<file path="config.mk">
export PLATFORM = sky130hd
export DESIGN_NAME = spi_evt_irq_unit
export DESIGN_NICKNAME = d
export VERILOG_FILES = /design/src/rtl/spi_irq_pkg.sv /design/src/rtl/spi_evt_cell.sv /design/src/rtl/spi_irq_mask_reg.sv /design/src/rtl/spi_irq_combine.sv /design/src/rtl/spi_evt_irq_unit.sv
export SDC_FILE = /design/constraint.sdc
export NUM_CORES = 1
export LEC_CHECK = 0
export BUFFER_PORTS_ARGS = -buffer_cell sky130_fd_sc_hd__buf_2
export CELL_PAD_IN_SITES_DETAIL_PLACEMENT = 1
export CELL_PAD_IN_SITES_GLOBAL_PLACEMENT = 1
export CORE_UTILIZATION = 30
export CTS_BUF_LIST = sky130_fd_sc_hd__clkbuf_4 sky130_fd_sc_hd__clkbuf_8
export DETAILED_ROUTE_END_ITERATION = 12
export PLACE_DENSITY = 0.77
export SETUP_SLACK_MARGIN = 0.1
export SLEW_MARGIN = 10
export SYNTH_ARGS = -nofsm -noshare
export SYNTH_HDL_FRONTEND = slang
export SYNTH_SLANG_ARGS = --single-unit
</file>
<file path="constraint.sdc">
create_clock -name clk -period 1.2 [get_ports clk]
set_input_delay 0.24 -clock clk [delete_from_list [all_inputs] [get_ports clk]]
set_output_delay 0.24 -clock clk [all_outputs]
set_load 0.02 [all_outputs]
</file>
<file path="src/rtl/spi_irq_pkg.sv">
package spi_irq_pkg;
  localparam int SPI_EVT_COUNT = 9;
endpackage

</file>
<file path="src/rtl/spi_evt_cell.sv">
module spi_evt_cell (
  input  logic clk,
  input  logic rst,
  input  logic strobe,
  input  logic ack,
  output logic nxt,
  output logic q
);
  // a new strobe outranks a simultaneous acknowledge
  always_comb begin
    nxt = q;
    if (ack)    nxt = 1'b0;
    if (strobe) nxt = 1'b1;
  end

  always_ff @(posedge clk) begin
    if (rst) q <= 1'b0;
    else     q <= nxt;
  end
endmodule

</file>
<file path="src/rtl/spi_irq_mask_reg.sv">
module spi_irq_mask_reg #(
  parameter int W = 9
) (
  input  logic         clk,
  input  logic         rst,
  input  logic         we,
  input  logic [W-1:0] wdata,
  output logic [W-1:0] nxt,
  output logic [W-1:0] q
);
  localparam logic [W-1:0] ALL_BLOCKED = {W{1'b1}};

  always_comb nxt = we ? wdata : q;

  always_ff @(posedge clk) begin
    if (rst) q <= ALL_BLOCKED;
    else     q <= nxt;
  end
endmodule

</file>
<file path="src/rtl/spi_irq_combine.sv">
module spi_irq_combine #(
  parameter int W = 9
) (
  input  logic         clk,
  input  logic         rst,
  input  logic [W-1:0] evt_nxt,
  input  logic [W-1:0] mask_nxt,
  output logic         pending_q,
  output logic         irq_q
);
  logic [W-1:0] live;

  always_comb live = evt_nxt & ~mask_nxt;

  always_ff @(posedge clk) begin
    if (rst) begin
      pending_q <= 1'b0;
      irq_q     <= 1'b0;
    end else begin
      pending_q <= |live;
      irq_q     <= pending_q;
    end
  end
endmodule

</file>
<file path="src/rtl/spi_evt_irq_unit.sv">
module spi_evt_irq_unit #(
  parameter int NUM_EVT = spi_irq_pkg::SPI_EVT_COUNT
) (
  input  logic               clk,
  input  logic               rst,
  input  logic [NUM_EVT-1:0] evt_strobe,
  input  logic               mask_we,
  input  logic [NUM_EVT-1:0] mask_wdata,
  input  logic               ack_we,
  input  logic [NUM_EVT-1:0] ack_wdata,
  output logic [NUM_EVT-1:0] evt_q,
  output logic [NUM_EVT-1:0] mask_q,
  output logic               dev_pending,
  output logic               irq
);
  logic [NUM_EVT-1:0] evt_nxt;
  logic [NUM_EVT-1:0] mask_nxt;
  logic [NUM_EVT-1:0] ack_bits;

  always_comb ack_bits = ack_we ? ack_wdata : '0;

  for (genvar i = 0; i < NUM_EVT; i++) begin : g_evt
    spi_evt_cell u_cell (
      .clk    (clk),
      .rst    (rst),
      .strobe (evt_strobe[i]),
      .ack    (ack_bits[i]),
      .nxt    (evt_nxt[i]),
      .q      (evt_q[i])
    );
  end

  spi_irq_mask_reg #(.W(NUM_EVT)) u_mask (
    .clk   (clk),
    .rst   (rst),
    .we    (mask_we),
    .wdata (mask_wdata),
    .nxt   (mask_nxt),
    .q     (mask_q)
  );

  spi_irq_combine #(.W(NUM_EVT)) u_comb (
    .clk       (clk),
    .rst       (rst),
    .evt_nxt   (evt_nxt),
    .mask_nxt  (mask_nxt),
    .pending_q (dev_pending),
    .irq_q     (irq)
  );
endmodule

</file>
# After elaboration in Yosys (flattened, before gate mapping)
# Index checks and enable logic that the tools add are counted.
# word_totals
output_inout_bits,20
regBits,20
# classes
bitwise,2
mux,20
n_reduce_logical,1
# ops
op,count
$mux W1,18
$mux W9,2
$and A9 B9 Y9,1
$not A9 Y9,1
$reduce_or A9 Y1,1

# Depth between registers and ports, before layout
# Gate-level depths: netlist (run 1).
# logic_depth
word_depth,5
depth_mapped,5
mapped_depth_nobuf,4

# Cells and area by module
# A second synthesis (run 1) with hierarchy kept.
# hier_totals
hier_cells,98
hier_area_um2,1016.0
# by_module_without_submodules
module,cells_each,n_inst,area_per_inst_um2
spi_evt_cell,5,9,50.0
spi_irq_mask_reg,28,1,382.9
spi_irq_combine,16,1,126.4
spi_evt_irq_unit,9,1,56.3

# Worst setup path before layout (run 1)
# OpenSTA, ideal clock, no wires.
# synth_timing
path_type,register to register
from,reg u_mask.q[1]
to,reg u_comb.pending_q
t_arrival_ns,0.953
path_slack_ns,0.127
path_stages_with_launch,4
cell_sequence,dfxtp_1 nor2b_1 o32ai_1 o31a_1
# synth_between
elab_chain_cells,4
# synth_rtl
element,line_no,rtl
start: declaration,spi_irq_mask_reg.sv:9,output logic [W-1:0] q
start signal: assignment,spi_irq_mask_reg.sv:17,else q <= nxt;
$mux W9,spi_irq_mask_reg.sv:13,always_comb nxt = we ? wdata : q;
$not A9 Y9,spi_irq_combine.sv:13,always_comb live = evt_nxt & ~mask_nxt;
$and A9 B9 Y9,spi_irq_combine.sv:13,
$reduce_or A9 Y1,spi_irq_combine.sv:20,pending_q <= |live;
end signal: assignment,spi_irq_combine.sv:20,
end: declaration,spi_irq_combine.sv:8,"output logic pending_q,"
# No other way between the ends.
# A chain may end at the register's enable or synchronous reset.

# Final worst setup path (run 1)
# layout_timing
from,reg g_evt[8].u_cell.q
to,reg u_comb.pending_q
# layout_between
elab_chain_cells,4
# layout_rtl
element,line_no,rtl
start: declaration,spi_evt_cell.sv:7,output logic q
start signal: assignment,spi_evt_cell.sv:18,else q <= nxt;
$mux W1,spi_evt_cell.sv:12,if (ack) nxt = 1'b0;
$mux W1,spi_evt_cell.sv:13,if (strobe) nxt = 1'b1;
$and A9 B9 Y9,spi_irq_combine.sv:13,
$reduce_or A9 Y1,spi_irq_combine.sv:20,
# No other way between the ends.

==> results of run 1 <==
==> final cells by class <==
cell class / count / area (sq um)
flip-flops and latches: 20 / 408
well taps: 30 / 37.5
clock buffers: 3 / 22.5
inverters: 1 / 3.75
repair buffers: 51 / 285
multi-input cells: 58 / 340
fillers: 336 / 1450
==> power by group through the flow <==
stage	sequential (uW)	combinational, uW	clock, uW
4_1_cts	730	287	330
3_5_place_dp	745	285	0
3_3_place_gp	742	275	0
2_1_floorplan	773	159	0
6_report	733	294	310
5_1_grt	740	323	375
==> state kept, by name, indices dropped and copies added (netlist names) <==
signal and cells:
u_comb.pending_q 1, g_evt.u_cell.q 9, u_comb.irq_q 1, u_mask.q 9
==> worst max-delay path, stage by stage, from the launching register on <==
cell and delay (ns):
dfxtp_2 0.33, a21boi_1 0.14, o21ai_1 0.16, nand3_1 0.09, o31a_1 0.27
==> stage by stage <==
step / power (uW) / cell area, sq um / setup TNS (ns) / setup slack, ns / util [%]
finish: 1340 / 1100 / 0 / 0.105 / 43.1
global route: 1440 / 1100 / 0 / 0.0121 / 43.1
CTS: 1350 / 1060 / 0 / 0.0807 / 41.7
detailed placement: 1030 / 1040 / -0.0796 / -0.0796 / 40.9
global placement: 1020 / 1040 / -0.0307 / -0.0307 / 40.9
floorplan: 932 / 827 / 0 / 0.127 / -
==> metal layers <==
layer,track usage (%),vias to the layer above,wire [microns]
met5,0,-,0
met4,5.13,0,27
met3,6.94,4,168
met2,30.7,34,1100
met1,18.6,346,851
li1,-,379,-
==> placed cells by master, fill, tap and decap left out, drive strengths merged <==
master  netlist  final
nand2         9      9
nand3         1      1
or3           1      1
o31a          1      1
o32ai         1      1
nor2         16     16
nor2b         2      2
nand2b        1      1
clkinv        1      1
a21boi        7      7
mux2          1      1
nand4         1      1
mux2i         7      7
a21oi         2      2
clkbuf        1      3
buf          10     51
dfxtp        20     20
o21ai         7      7
and2          1      1
==> what timing repair did <==
| action | in CTS | in global routing |
|---|---|---|
| cloned | 0 | 0 |
| pin swaps | 2 | 1 |
| endpoints found under the setup margin | 1 | 14 |
| gates resized for setup | 1 | 18 |
==> worst paths after layout <==
path                     start           endpoint  slack (ns)
min reg2reg   u_comb.pending_q       u_comb.irq_q        0.48
max reg2reg  g_evt[8].u_cell.q   u_comb.pending_q        0.10
min              evt_strobe[6]  g_evt[6].u_cell.q        0.15
max          g_evt[8].u_cell.q   u_comb.pending_q        0.10
==> logic make-up (layout without fill, tap and decap cells) <==
kind of cell           count (synthesis)  after routing  synth area share (%)
AOI/OAI and AO/OA                     18             18                  14.8
buffers and inverters                 12             55                  10.4
muxes                                  8              8                  9.83
DFF                                   20             20                  48.4
and+or+nand+nor                       32             32                  16.5
==> flow_summary.json, run 1 <==
{
  "max_freq_mhz": 913,
  "worstPathMaxFanout": 2,
  "leakagePower_uw": 0.000530,
  "whs_path_depth": 3,
  "synth.top_cell.area_share_pct": 48.4,
  "cp.arrival_ns": 1.29,
  "cts_setup_buffers": 0,
  "worstMarginPinSlew_ns": 0.258,
  "startpoint_type": "register",
  "drv_cap": 0,
  "drc": 0,
  "coreArea_sq_um": 2540,
  "track_usage_pct": 17.3,
  "antenna_found_initial": 0,
  "grt_pass1_wl_mm": 3.48,
  "layout-drive-gt1-share_pct": 47.4,
  "syn_area_per_cell_sq_um": 9.19,
  "rsz0062_at_grt": "true",
  "status": "finished clean",
  "crit_required_ns": 1.40,
  "pwr-share-comb_pct": 22.0,
  "synth_area_sq_um": 827,
  "p_clk_share_pct": 23.2,
  "ys_seq_elements": 20,
  "p_int_uw": 961,
  "ys_top_cells_by_count": "dfxtp_1, nor2_1, buf_4, nand2_1, mux2i_1",
  "ys_types": 22,
  "p_per_area_nw_per_um2": 1220,
  "yosysMostFrequentCell": "dfxtp_1",
  "wl_per_cell_microns": 13.2,
  "cts_tree": "done",
  "clock_latency_ns": 0.30,
  "grt_pass1_vias": 825,
  "rows": 18,
  "clock-sinks": 20,
  "area_growth_syn_to_layout_pct": 32.7,
  "synth_warnings": 0,
  "path_class": "reg2reg",
  "synth_top_area_cell": "dfxtp_1",
  "dp_hpwl_mm": 1.79,
  "synth-main-ff-cell": "dfxtp_1",
  "die_area_sq_um": 2970,
  "die_x_microns": 54.5,
  "postCtsHoldBufs": 0,
  "setup_viol": 0,
  "p_sw_share_pct": 28.1,
  "final-max-slew-violation-count": 0,
  "ff2ff_path_depth": 4,
  "syn_nets": 121,
  "routed_wl_mm": 2.15,
  "vdd.ir_drop.worst_mv": 0.817,
  "grt.overflow.total": 0,
  "hold_slack_ns": 0.155,
  "synth_cells": 90,
  "hold_viol_final": 0,
  "drtAntennaViolNets": 0,
  "viasPerCell": 4.68,
  "htreeDepth": 1,
  "min_period_ns": 1.10,
  "ios": 51,
  "grt_max_degree": 11,
  "final_nets": 166,
  "clock_path_buffers": 2,
  "firstDrtPassIters": 4,
  "async_flop_share_pct": 0,
  "vias": 763,
  "synthTopCellsByArea": "dfxtp_1, mux2i_1, buf_4",
  "die_h_microns": 54.5,
  "clk_pin_slew_ns": 0.10,
  "min_period_over_period_pct": 91.3,
  "finalClockSkew_ns": 0.00258,
  "min_path_type": "in2reg",
  "yosysSeqAreaShare_pct": 48.4,
  "cts-root-buf": "clkbuf_4",
  "gp_congestion": 0.680,
  "port-buffer-count": 50,
  "p_switching_uw": 376,
  "start_util_pct": 32.5,
  "drt-initial-drc-count": 4,
  "cp-end-kind": "register",
  "synth_enable_flop_cells": 0,
  "numCtsBuffers": 3,
  "antenna_cells": 0,
  "dp.cells": 160,
  "seqPwrFrac_pct": 54.9,
  "slew_headroom_pct": 82.6,
  "final_cell_count_no_fill": 163
}
(Power assumes the default switching activity.)
==> inputs of run 2 (changes only) <==
- CELL_PAD_IN_SITES_DETAIL_PLACEMENT: 1 -> 0
- CELL_PAD_IN_SITES_GLOBAL_PLACEMENT: 1 -> 2
- CORE_UTILIZATION: 30 -> 23
- PLACE_DENSITY: 0.77 -> 0.84
- clock period: 1.2 -> 1.25 ns (I/O delays scaled with it)
==> flow_summary.json, run 2 (synthesis results as in run 1) <==
{
  "worstPathMaxFanout": 2,
  "setup_tns_ns": 0,
  "drt-initial-drc-count": 21,
  "antenna_found_initial": 0,
  "grt_max_degree": 11,
  "slew_headroom_pct": 81.7,
  "viasPerCell": 4.18,
  "rsz0062_at_grt": "true",
  "route.met2.wl_microns": 964,
  "drc": 0,
  "final-max-slew-violation-count": 0,
  "dp.cells": 176,
  "max_freq_mhz": 917,
  "cp_slowest_cell": "dfxtp_1",
  "cp-end-kind": "register",
  "routed_wl_mm": 1.97,
  "layout_commonest_cell": "buf_2",
  "grt.overflow.total": 0,
  "fillerInstances": 379,
  "die_area_sq_um": 3840,
  "firstDrtPassIters": 4,
  "wl_met1_microns": 844,
  "clk_pin_slew_ns": 0.11,
  "crit_family": "compound AO/OA/AOI/OAI gates",
  "hold_slack_ns": 0.174,
  "worstMarginPinSlew_ns": 0.272,
  "ios": 51,
  "setup_viol": 0,
  "area_growth_syn_to_layout_pct": 30.9,
  "crit_buf_inv": 0,
  "min_period_ns": 1.09,
  "wl_per_cell_microns": 11.0,
  "die_x_microns": 62.0,
  "numCtsBuffers": 3,
  "p_clk_share_pct": 23.2,
  "p_switching_uw": 352,
  "coreArea_sq_um": 3390,
  "antenna_cells": 0,
  "htreeDepth": 1,
  "min_path_type": "in2reg",
  "p_int_uw": 907,
  "layout-drive-gt1-share_pct": 42.9,
  "p_sw_share_pct": 28.0,
  "cts_tree": "done",
  "clock_path_buffers": 2,
  "gp_congestion": 0.743,
  "vdd.ir_drop.worst_mv": 0.270,
  "final_cell_count_no_fill": 179,
  "grt_pass1_wl_mm": 2.89,
  "crit_required_ns": 1.44,
  "top_layer": "met4",
  "cts-root-buf": "clkbuf_4",
  "min_period_over_period_pct": 87.2,
  "p_per_area_nw_per_um2": 1160,
  "path_cells": "a21boi_0, o21ai_1, nand4_1, o31a_1",
  "hold_viol_final": 0,
  "path_class": "reg2reg",
  "clock-sinks": 20,
  "leakagePower_uw": 0.000518,
  "cp.arrival_ns": 1.28,
  "die_h_microns": 62.0,
  "rows": 21,
  "port-buffer-count": 50,
  "start_util_pct": 24.4,
  "critical_path.max_stage_delay_ns": 0.32,
  "most-common-layout-cells": "buf_2, dfxtp_1, nor2_1, nand2_1, mux2i_1",
  "reg_top3": "g_evt.u_cell.q: 9 flops, u_mask.q: 9 flops",
  "wl_met3_microns": 156,
  "status": "finished clean",
  "postCtsHoldBufs": 0,
  "startpoint_type": "register",
  "finalClockSkew_ns": 0.00308,
  "track_usage_pct": 10.6,
  "grt_pass1_vias": 689,
  "final_nets": 166,
  "drv_cap": 0,
  "clock_latency_ns": 0.29,
  "drtAntennaViolNets": 0,
  "vias": 748,
  "seqPwrFrac_pct": 55.5,
  "pwr-share-comb_pct": 21.2
}
run 2: path summary, 6_finish.rpt:
path,from,endpoint,slack [ns],depth (start not counted)
setup / recovery,g_evt[5].u_cell.q,u_comb.pending_q,0.16,4
hold reg to reg,u_comb.pending_q,u_comb.irq_q,0.47,1
setup reg to reg,g_evt[5].u_cell.q,u_comb.pending_q,0.16,4
hold / removal,evt_strobe[6],g_evt[6].u_cell.q,0.17,3
run 2: repair_timing:
item                       in CTS  in global routing
setup endpoints to repair       0                  1
buffers inserted                0                  0
gates resized for setup         0                  2
run 2: cell type report:
cell class | instances | area [sq um] | share of cell area [%]
clock buffers | 3 | 22.5 | 2.08
inverters | 1 | 3.75 | 0.347
multi-input cells | 58 | 340 | 31.4
flip-flops and latches | 20 | 400 | 37.0
well taps | 46 | 57.6 | 5.32
repair buffers | 51 | 258 | 23.8
run 2: stage by stage:
| stage | setup slack, ns | cell area, sq um | total power (uW) | utilization (%) |
|---|---|---|---|---|
| finish | 0.160 | 1080 | 1260 | 31.9 |
| global route | 0.0855 | 1080 | 1340 | 31.9 |
| CTS | 0.108 | 1080 | 1280 | 31.9 |
| detailed placement | -0.0614 | 1060 | 985 | 31.3 |
| global placement | -0.0469 | 1060 | 980 | 31.3 |
| floorplan | 0.177 | 827 | 894 | - |
run 2: worst min-delay path, delay by kind of cell:
kind | cells | cell delay [ns]
AND/OR/NAND/NOR | 1 | 0.06
buffers and inverters | 1 | 0.09
AO/OA/AOI/OAI | 1 | 0.03
run 2: power by group through the flow:
stage	clock, uW	sequential [uW]	combinational [uW]
3_5_place_dp	0	715	270
2_1_floorplan	0	742	153
4_1_cts	313	701	270
3_3_place_gp	0	714	266
6_report	292	699	267
5_1_grt	339	706	296
run 2: per-layer routing:
| layer | global-route usage (%) | vias up |
|---|---|---|
| met5 | 0 | - |
| met3 | 1.66 | 2 |
| li1 | - | 381 |
| met2 | 19.3 | 31 |
| met4 | 5.71 | 0 |
| met1 | 11.8 | 334 |
